<file path="src/rtl/msr_pkg.sv">
`timescale 1ns/1ps
package msr_pkg;
   localparam int unsigned NUM_LINES = 4;
   localparam int unsigned IDX_CTS = 0;
   localparam int unsigned IDX_DSR = 1;
   localparam int unsigned IDX_RI  = 2;
   localparam int unsigned IDX_CD  = 3;
   // control-register bit positions feeding loopback
   localparam int unsigned CTL_DTR = 0;
   localparam int unsigned CTL_RTS = 1;
   localparam int unsigned CTL_AUX1 = 2;
   localparam int unsigned CTL_AUX2 = 3;

   typedef logic [NUM_LINES-1:0] line_vec_t;
   typedef enum logic {EDGE_ANY = 1'b0, EDGE_TRAIL = 1'b1} edge_mode_e;
endpackage

</file>
<file path="src/rtl/msr_sync.sv">
`timescale 1ns/1ps
module msr_sync #(
   parameter int unsigned WIDTH  = 4,
   parameter int unsigned STAGES = 2,
   parameter logic [WIDTH-1:0] RST_VAL = '1
) (
   input  logic             clk,
   input  logic             rst_n,
   input  logic [WIDTH-1:0] d_async,
   output logic [WIDTH-1:0] q_sync
);
   localparam int unsigned LAST = STAGES - 1;

   generate
      if (STAGES < 2) begin : g_bad
         $error("msr_sync needs at least two stages");
      end
   endgenerate

   logic [WIDTH-1:0] chain [STAGES];

   always_ff @(posedge clk or negedge rst_n) begin
      if (!rst_n) chain[0] <= RST_VAL;
      else        chain[0] <= d_async;
   end

   generate
      for (genvar s = 1; s < STAGES; s++) begin : g_stage
         always_ff @(posedge clk or negedge rst_n) begin
            if (!rst_n) chain[s] <= RST_VAL;
            else        chain[s] <= chain[s-1];
         end
      end
   endgenerate

   assign q_sync = chain[LAST];
endmodule

</file>
<file path="src/rtl/msr_change_detect.sv">
`timescale 1ns/1ps
module msr_change_detect
   import msr_pkg::*;
#(
   parameter edge_mode_e MODE = EDGE_ANY
) (
   input  logic clk,
   input  logic rst_n,
   input  logic lvl,
   input  logic clr,
   output logic lvl_prev,
   output logic flag
);
   logic hit;

   generate
      if (MODE == EDGE_TRAIL) begin : g_trail
         // asserted level dropping back to idle
         assign hit = lvl_prev & ~lvl;
      end else begin : g_any
         assign hit = lvl_prev ^ lvl;
      end
   endgenerate

   always_ff @(posedge clk or negedge rst_n) begin
      if (!rst_n) begin
         lvl_prev <= 1'b0;
         flag     <= 1'b0;
      end else begin
         lvl_prev <= lvl;
         flag     <= (flag & ~clr) | hit;
      end
   end
endmodule

</file>
<file path="src/rtl/msr_flow_gate.sv">
`timescale 1ns/1ps
module msr_flow_gate (
   input  logic clk,
   input  logic rst_n,
   input  logic auto_en,
   input  logic cts_lvl,
   input  logic tx_busy,
   output logic permit
);
   logic permit_d;

   always_comb begin
      permit_d = permit;
      if (!tx_busy) permit_d = ~auto_en | cts_lvl;
   end

   always_ff @(posedge clk or negedge rst_n) begin
      if (!rst_n) permit <= 1'b1;
      else        permit <= permit_d;
   end
endmodule

</file>
<file path="src/rtl/modem_status_unit.sv">
`timescale 1ns/1ps
module modem_status_unit
   import msr_pkg::*;
#(
   parameter int unsigned SYNC_STAGES = 2
) (
   input  logic       clk,
   input  logic       rst_n,
   input  logic       cts_n_pin,
   input  logic       dsr_n_pin,
   input  logic       ri_n_pin,
   input  logic       dcd_n_pin,
   input  logic       loop_en,
   input  logic [3:0] mctl,
   input  logic       status_rd,
   input  logic       msi_en,
   input  logic       auto_cts_en,
   input  logic       tx_busy,
   output logic [7:0] status,
   output logic       msi_irq,
   output logic       tx_permit
);
   generate
      if (NUM_LINES != 4) begin : g_bad_lines
         $error("status byte layout assumes four lines");
      end
   endgenerate

   line_vec_t pins_n, pins_n_sync, pin_lvl, loop_lvl, eff_lvl, prev_lvl, flags;

   always_comb begin
      pins_n          = '1;
      pins_n[IDX_CTS] = cts_n_pin;
      pins_n[IDX_DSR] = dsr_n_pin;
      pins_n[IDX_RI]  = ri_n_pin;
      pins_n[IDX_CD]  = dcd_n_pin;
   end

   msr_sync #(.WIDTH(NUM_LINES), .STAGES(SYNC_STAGES), .RST_VAL('1)) u_sync (
      .clk    (clk),
      .rst_n  (rst_n),
      .d_async(pins_n),
      .q_sync (pins_n_sync)
   );

   assign pin_lvl = ~pins_n_sync;

   always_comb begin
      loop_lvl          = '0;
      loop_lvl[IDX_CTS] = mctl[CTL_RTS];
      loop_lvl[IDX_DSR] = mctl[CTL_DTR];
      loop_lvl[IDX_RI]  = mctl[CTL_AUX1];
      loop_lvl[IDX_CD]  = mctl[CTL_AUX2];
   end

   assign eff_lvl = loop_en ? loop_lvl : pin_lvl;

   generate
      for (genvar i = 0; i < NUM_LINES; i++) begin : g_line
         localparam edge_mode_e LINE_MODE = (i == IDX_RI) ? EDGE_TRAIL : EDGE_ANY;
         msr_change_detect #(.MODE(LINE_MODE)) u_det (
            .clk     (clk),
            .rst_n   (rst_n),
            .lvl     (eff_lvl[i]),
            .clr     (status_rd),
            .lvl_prev(prev_lvl[i]),
            .flag    (flags[i])
         );
      end
   endgenerate

   msr_flow_gate u_flow (
      .clk    (clk),
      .rst_n  (rst_n),
      .auto_en(auto_cts_en),
      .cts_lvl(eff_lvl[IDX_CTS]),
      .tx_busy(tx_busy),
      .permit (tx_permit)
   );

   assign status  = {eff_lvl, flags};
   assign msi_irq = msi_en & (|flags);
endmodule

</file>
<file path="config.mk">
export PLATFORM = sky130hd
export DESIGN_NAME = modem_status_unit
export DESIGN_NICKNAME = d
export VERILOG_FILES = /design/src/rtl/msr_pkg.sv /design/src/rtl/msr_sync.sv /design/src/rtl/msr_change_detect.sv /design/src/rtl/msr_flow_gate.sv /design/src/rtl/modem_status_unit.sv
export SDC_FILE = /design/constraint.sdc
export NUM_CORES = 1
export LEC_CHECK = 0
export ABC_AREA = 1
export BUFFER_PORTS_ARGS = -buffer_cell sky130_fd_sc_hd__buf_2
export CAP_MARGIN = 25
export CORE_ASPECT_RATIO = 0.75
export CORE_MARGIN = 2
export CORE_UTILIZATION = 30
export CTS_CLUSTER_DIAMETER = 200
export CTS_CLUSTER_SIZE = 25
export DETAILED_ROUTE_END_ITERATION = 8
export SETUP_SLACK_MARGIN = 0.2
export SLEW_MARGIN = 0
export SYNTH_ARGS = -nofsm -noshare
export SYNTH_HDL_FRONTEND = slang
export SYNTH_HIERARCHICAL = 1
export SYNTH_SLANG_ARGS = --single-unit
</file>
<file path="constraint.sdc">
create_clock -name clk -period 1.45 [get_ports clk]
set_input_delay 0.435 -clock clk [delete_from_list [all_inputs] [get_ports clk]]
set_output_delay 0.435 -clock clk [all_outputs]
set_load 0.01 [all_outputs]
</file>
; ---- Word level (Yosys, flattened, before mapping)
; Index checks and enable logic that the tools add are counted.
[totals]
reg_bits = 17
in_bits = 15
latchBits = 0
ram_bits = 0
mem_bits_ro = 0
memories = 0
[op_classes]
order_cmp = 0
div = 0
n_reduce_logical = 1
addsub = 0
n_shift = 0
n_eq_ne = 0
n_mul = 0
bitwise = 18
mux = 1
[ops]
columns = operator, count
row1 = bitwise AND 1 bit, 6
row2 = bitwise OR 1 bit, 5
row3 = two-way mux 4 bit, 1
row4 = NOT 4 bit, 1
row5 = OR reduction 4 bit, 1
row6 = NOT 1 bit, 3
row7 = bitwise XOR 1 bit, 3

; ---- Longest topological paths before layout
[depth]
ltp_word = 5
depth_mapped = 6
mapped_depth_nobuf = 6

; ---- Cells and area by module
; Netlist, hierarchy kept.
[by_module_without_submodules]
columns = mod, seq_area_each_um2, area_each_um2, n_inst, cells_each
row1 = msr_sync, 210.2, 240.2, 1, 12
row2 = msr_change_detect at g_line[0].u_det ..., 50.0, 77.6, 3, 9
row3 = msr_change_detect at g_line[2].u_det, 50.0, 68.8, 1, 7
row4 = modem_status_unit, 0.0, 51.3, 1, 12
row5 = msr_flow_gate, 26.3, 48.8, 1, 7

; ---- Least setup slack after synthesis
; Ideal clock, no wire load.
[synth_timing]
path_kind = register to output
startpoint = register u_sync.chain, in the netlist u_sync/q_sync[0]
endpoint = output port status[4]
arrival_time_ns = 0.913
path_stages_with_launch = 3
setup_slack_ns = 0.102
n_path_buf = 1
path_cell_list = dfstp_2 buf_4 o21ai_0
[synth_via]
elab_chain_len = 2
[synth_rtl]
columns = item, line
row1 = start: declaration, msr_sync.sv:20  ; logic [WIDTH-1:0] chain [STAGES];
row2 = start signal: indexed assignment, msr_sync.sv:31  ; else chain[s] <= chain[s-1];
row3 = NOT 4 bit, modem_status_unit.sv:46  ; assign pin_lvl = ~pins_n_sync;
row4 = two-way mux 4 bit, modem_status_unit.sv:56  ; assign eff_lvl = loop_en ? loop_lvl : pin_lvl;
row5 = end: declaration, modem_status_unit.sv:19  ; output logic [7:0] status,
; No other way between the ends.

; ---- Worst setup path in the final report
[layout_timing]
startpoint = register u_sync.chain, in the netlist u_sync/q_sync[2]
endpoint = output port status[6]
; Same word-level chain as after synthesis.

==> flow_summary.json <==
{
  "final_hold_viol_count": 0,
  "globalRoute.totalOverflow": 0,
  "antenna_found_initial": 0,
  "slew_headroom": 0.755,
  "synth_top_cell_area_share": 0.368,
  "cp_data_arrival_time_ps": 1010,
  "routedWlPerCell_microns": 9.08,
  "drc": 0,
  "drive_gt1_frac": 0.484,
  "fin_nets": 111,
  "grt_pass1_vias": 457,
  "dpl.cell_count": 112,
  "clkLatencyLatePin_ps": 280,
  "post_layout_nonfiller_instances": 119,
  "worstSetupPathType": "reg -> out",
  "area_growth_pct": 34.1,
  "cts.htree.levels": 1,
  "ir_drop_uv": 678,
  "skew_ps": 4.95,
  "initialDrtViolationCount": 8,
  "critPathTopFamily": "flip-flops",
  "cts_tree": "yes",
  "finalCriticalPeriod_ps": 1440,
  "synth.area.top_cells": "dfstp_2, dfrtp_1, nand2_1, inv_1, buf_4",
  "viasPerCell": 4.11,
  "synth_seq_area_share": 0.680,
  "grt_usage": 0.102,
  "maxSlewViolCount": 0,
  "dp_hpwl_microns": 824,
  "async_flop_share": 1.00,
  "worst-path-buf-inv": 1,
  "hold_class": "in -> async",
  "pre_cts_ws_ps": 52.3,
  "start_util": 0.319,
  "p_leak_nw": 0.475,
  "port_buffers": 24,
  "slowest_stage": "dfstp_2",
  "synth_top_cell_by_area": "dfstp_2",
  "tightest_slew_ps": 367,
  "cts_made_buffers": 3,
  "fillers": 202,
  "die_y_microns": 44.1,
  "yosysWarnings": 6,
  "fin_area_sq_um": 861,
  "coreArea_sq_um": 2010,
  "diodes": 0,
  "place_area_sq_um": 785,
  "fp.dieW_microns": 57.4,
  "worstPathRequired_ps": 1020,
  "utilization": 0.427,
  "power_density_nw_per_um2": 1090,
  "synth_commonest_cells": "nand2_1, inv_1, dfstp_2, dfrtp_1",
  "cts_root_buf": "clkbuf_4",
  "ant_nets": 0,
  "routed_wirelength_microns": 1080,
  "critPathLaunchType": "register",
  "cts_hold_buf": 0,
  "cpPeakStageDelay_ps": 540,
  "path_cells": "o21ai_2, buf_2",
  "synth.avg_cell_area_sq_um": 9.87,
  "die_area_sq_um": 2530,
  "cp_max_fo": 2,
  "synth_most_common_cell": "nand2_1",
  "finalSetupTns_ps": 0,
  "synth.distinct_cells": 9,
  "rows": 14,
  "synth_edf_count": 0,
  "grt_pass1_wl_microns": 1810,
  "setup_viol": 0,
  "ioPinCount": 25,
  "syn_area_sq_um": 642,
  "route.vias.total": 489,
  "cts.clk_slew.worst_paths_ps": 90,
  "dr.pass1.iters": 3,
  "maxCapViolCount": 0,
  "period_share": 0.994,
  "synth_ff_type": "dfstp_2",
  "fin_ws_ps": 9.31,
  "ys_ff_latch": 17,
  "ctsLongestPathBuffers": 2,
  "endpoint_kind": "output port",
  "fmax_ghz": 0.694,
  "grt_max_degree": 18,
  "synth_nets": 80,
  "gp_congestion": 0.620,
  "synth_cells": 65,
  "grt_setup_unrepaired": "true",
  "outcome": "finished clean",
  "cts.sinks": 17
}
==> where the power goes <==
part	internal (W)	leakage, nW	switching [W]
clock network	0.000107	0.0150	0.000130
registers	0.000522	0.188	0.0000186
logic	0.0000787	0.272	0.0000775
==> final timing paths <==
kind                                       start                        to  slack (ps)  cells after the start
worst min register to register   u_sync/chain[5]          u_sync/q_sync[1]         360                      0
worst max-delay path            u_sync/q_sync[2]                 status[6]           9                      2
max in group asynchronous                  rst_n          u_sync/q_sync[2]        1090                      1
worst min-delay path                       rst_n  g_line[0].u_det/lvl_prev          50                      1
min in group clk                       dsr_n_pin           u_sync/chain[5]         250                      1
worst max register to register  u_sync/q_sync[1]      g_line[1].u_det/flag         400                      5
==> stage by stage <==
stage	power [W]	hold WS, ps
after detailed placement	0.000683	347
after floorplan	0.000613	139
after CTS	0.000962	51.3
final	0.000934	54.1
after global placement	0.000678	347
after global routing	0.00101	55.8
==> layer usage <==
metal  GRT usage  share of wire
met2       0.170           0.51
met1      0.0962           0.36
met5           0              0
met3      0.0731           0.12
met4      0.0419         0.0093
==> sequential cells by signal (all words and copies together), names as in the netlist <==
register               flops
u_flow/permit              1
g_line.u_det/flag          4
g_line.u_det/lvl_prev      4
u_sync/chain               4
u_sync/q_sync              4
==> final cells by class <==
| class | instances | area [sq um] | area share |
|---|---|---|---|
| clock buffer | 4 | 26.3 | 0.0305 |
| sequential | 17 | 437 | 0.507 |
| inverter | 14 | 52.6 | 0.0610 |
| multi-input combinational | 30 | 138 | 0.160 |
| timing repair buffer | 30 | 178 | 0.206 |
| tap | 24 | 30.0 | 0.0349 |
==> placed cells by master (no fill, tap or decap) <==
master and count:
buf_2 22, nand2_1 20, inv_1 14, dfstp_2 9, dfrtp_1 8, buf_4 6, o21ai_2 4, clkbuf_4 3
nand3_1 3, nor2_1 2, buf_6 2, a21oi_1 1, clkbuf_1 1
==> what timing repair did <==
action	4_1_cts	5_1_grt
pin swaps	3	0
gates resized for setup	6	0
setup buffers	3	0
endpoints found under the setup margin	10	10
==> logic make-up (layout without fill, tap and decap cells) <==
| logic type | Yosys count | count (layout) | share of synthesized area |
|---|---|---|---|
| flops | 17 | 17 | 0.680 |
| compound gates | 5 | 5 | 0.0390 |
| buf+inv | 18 | 48 | 0.129 |
| simple gates | 25 | 25 | 0.152 |
Note: power is estimated with default switching activity, not from simulation.
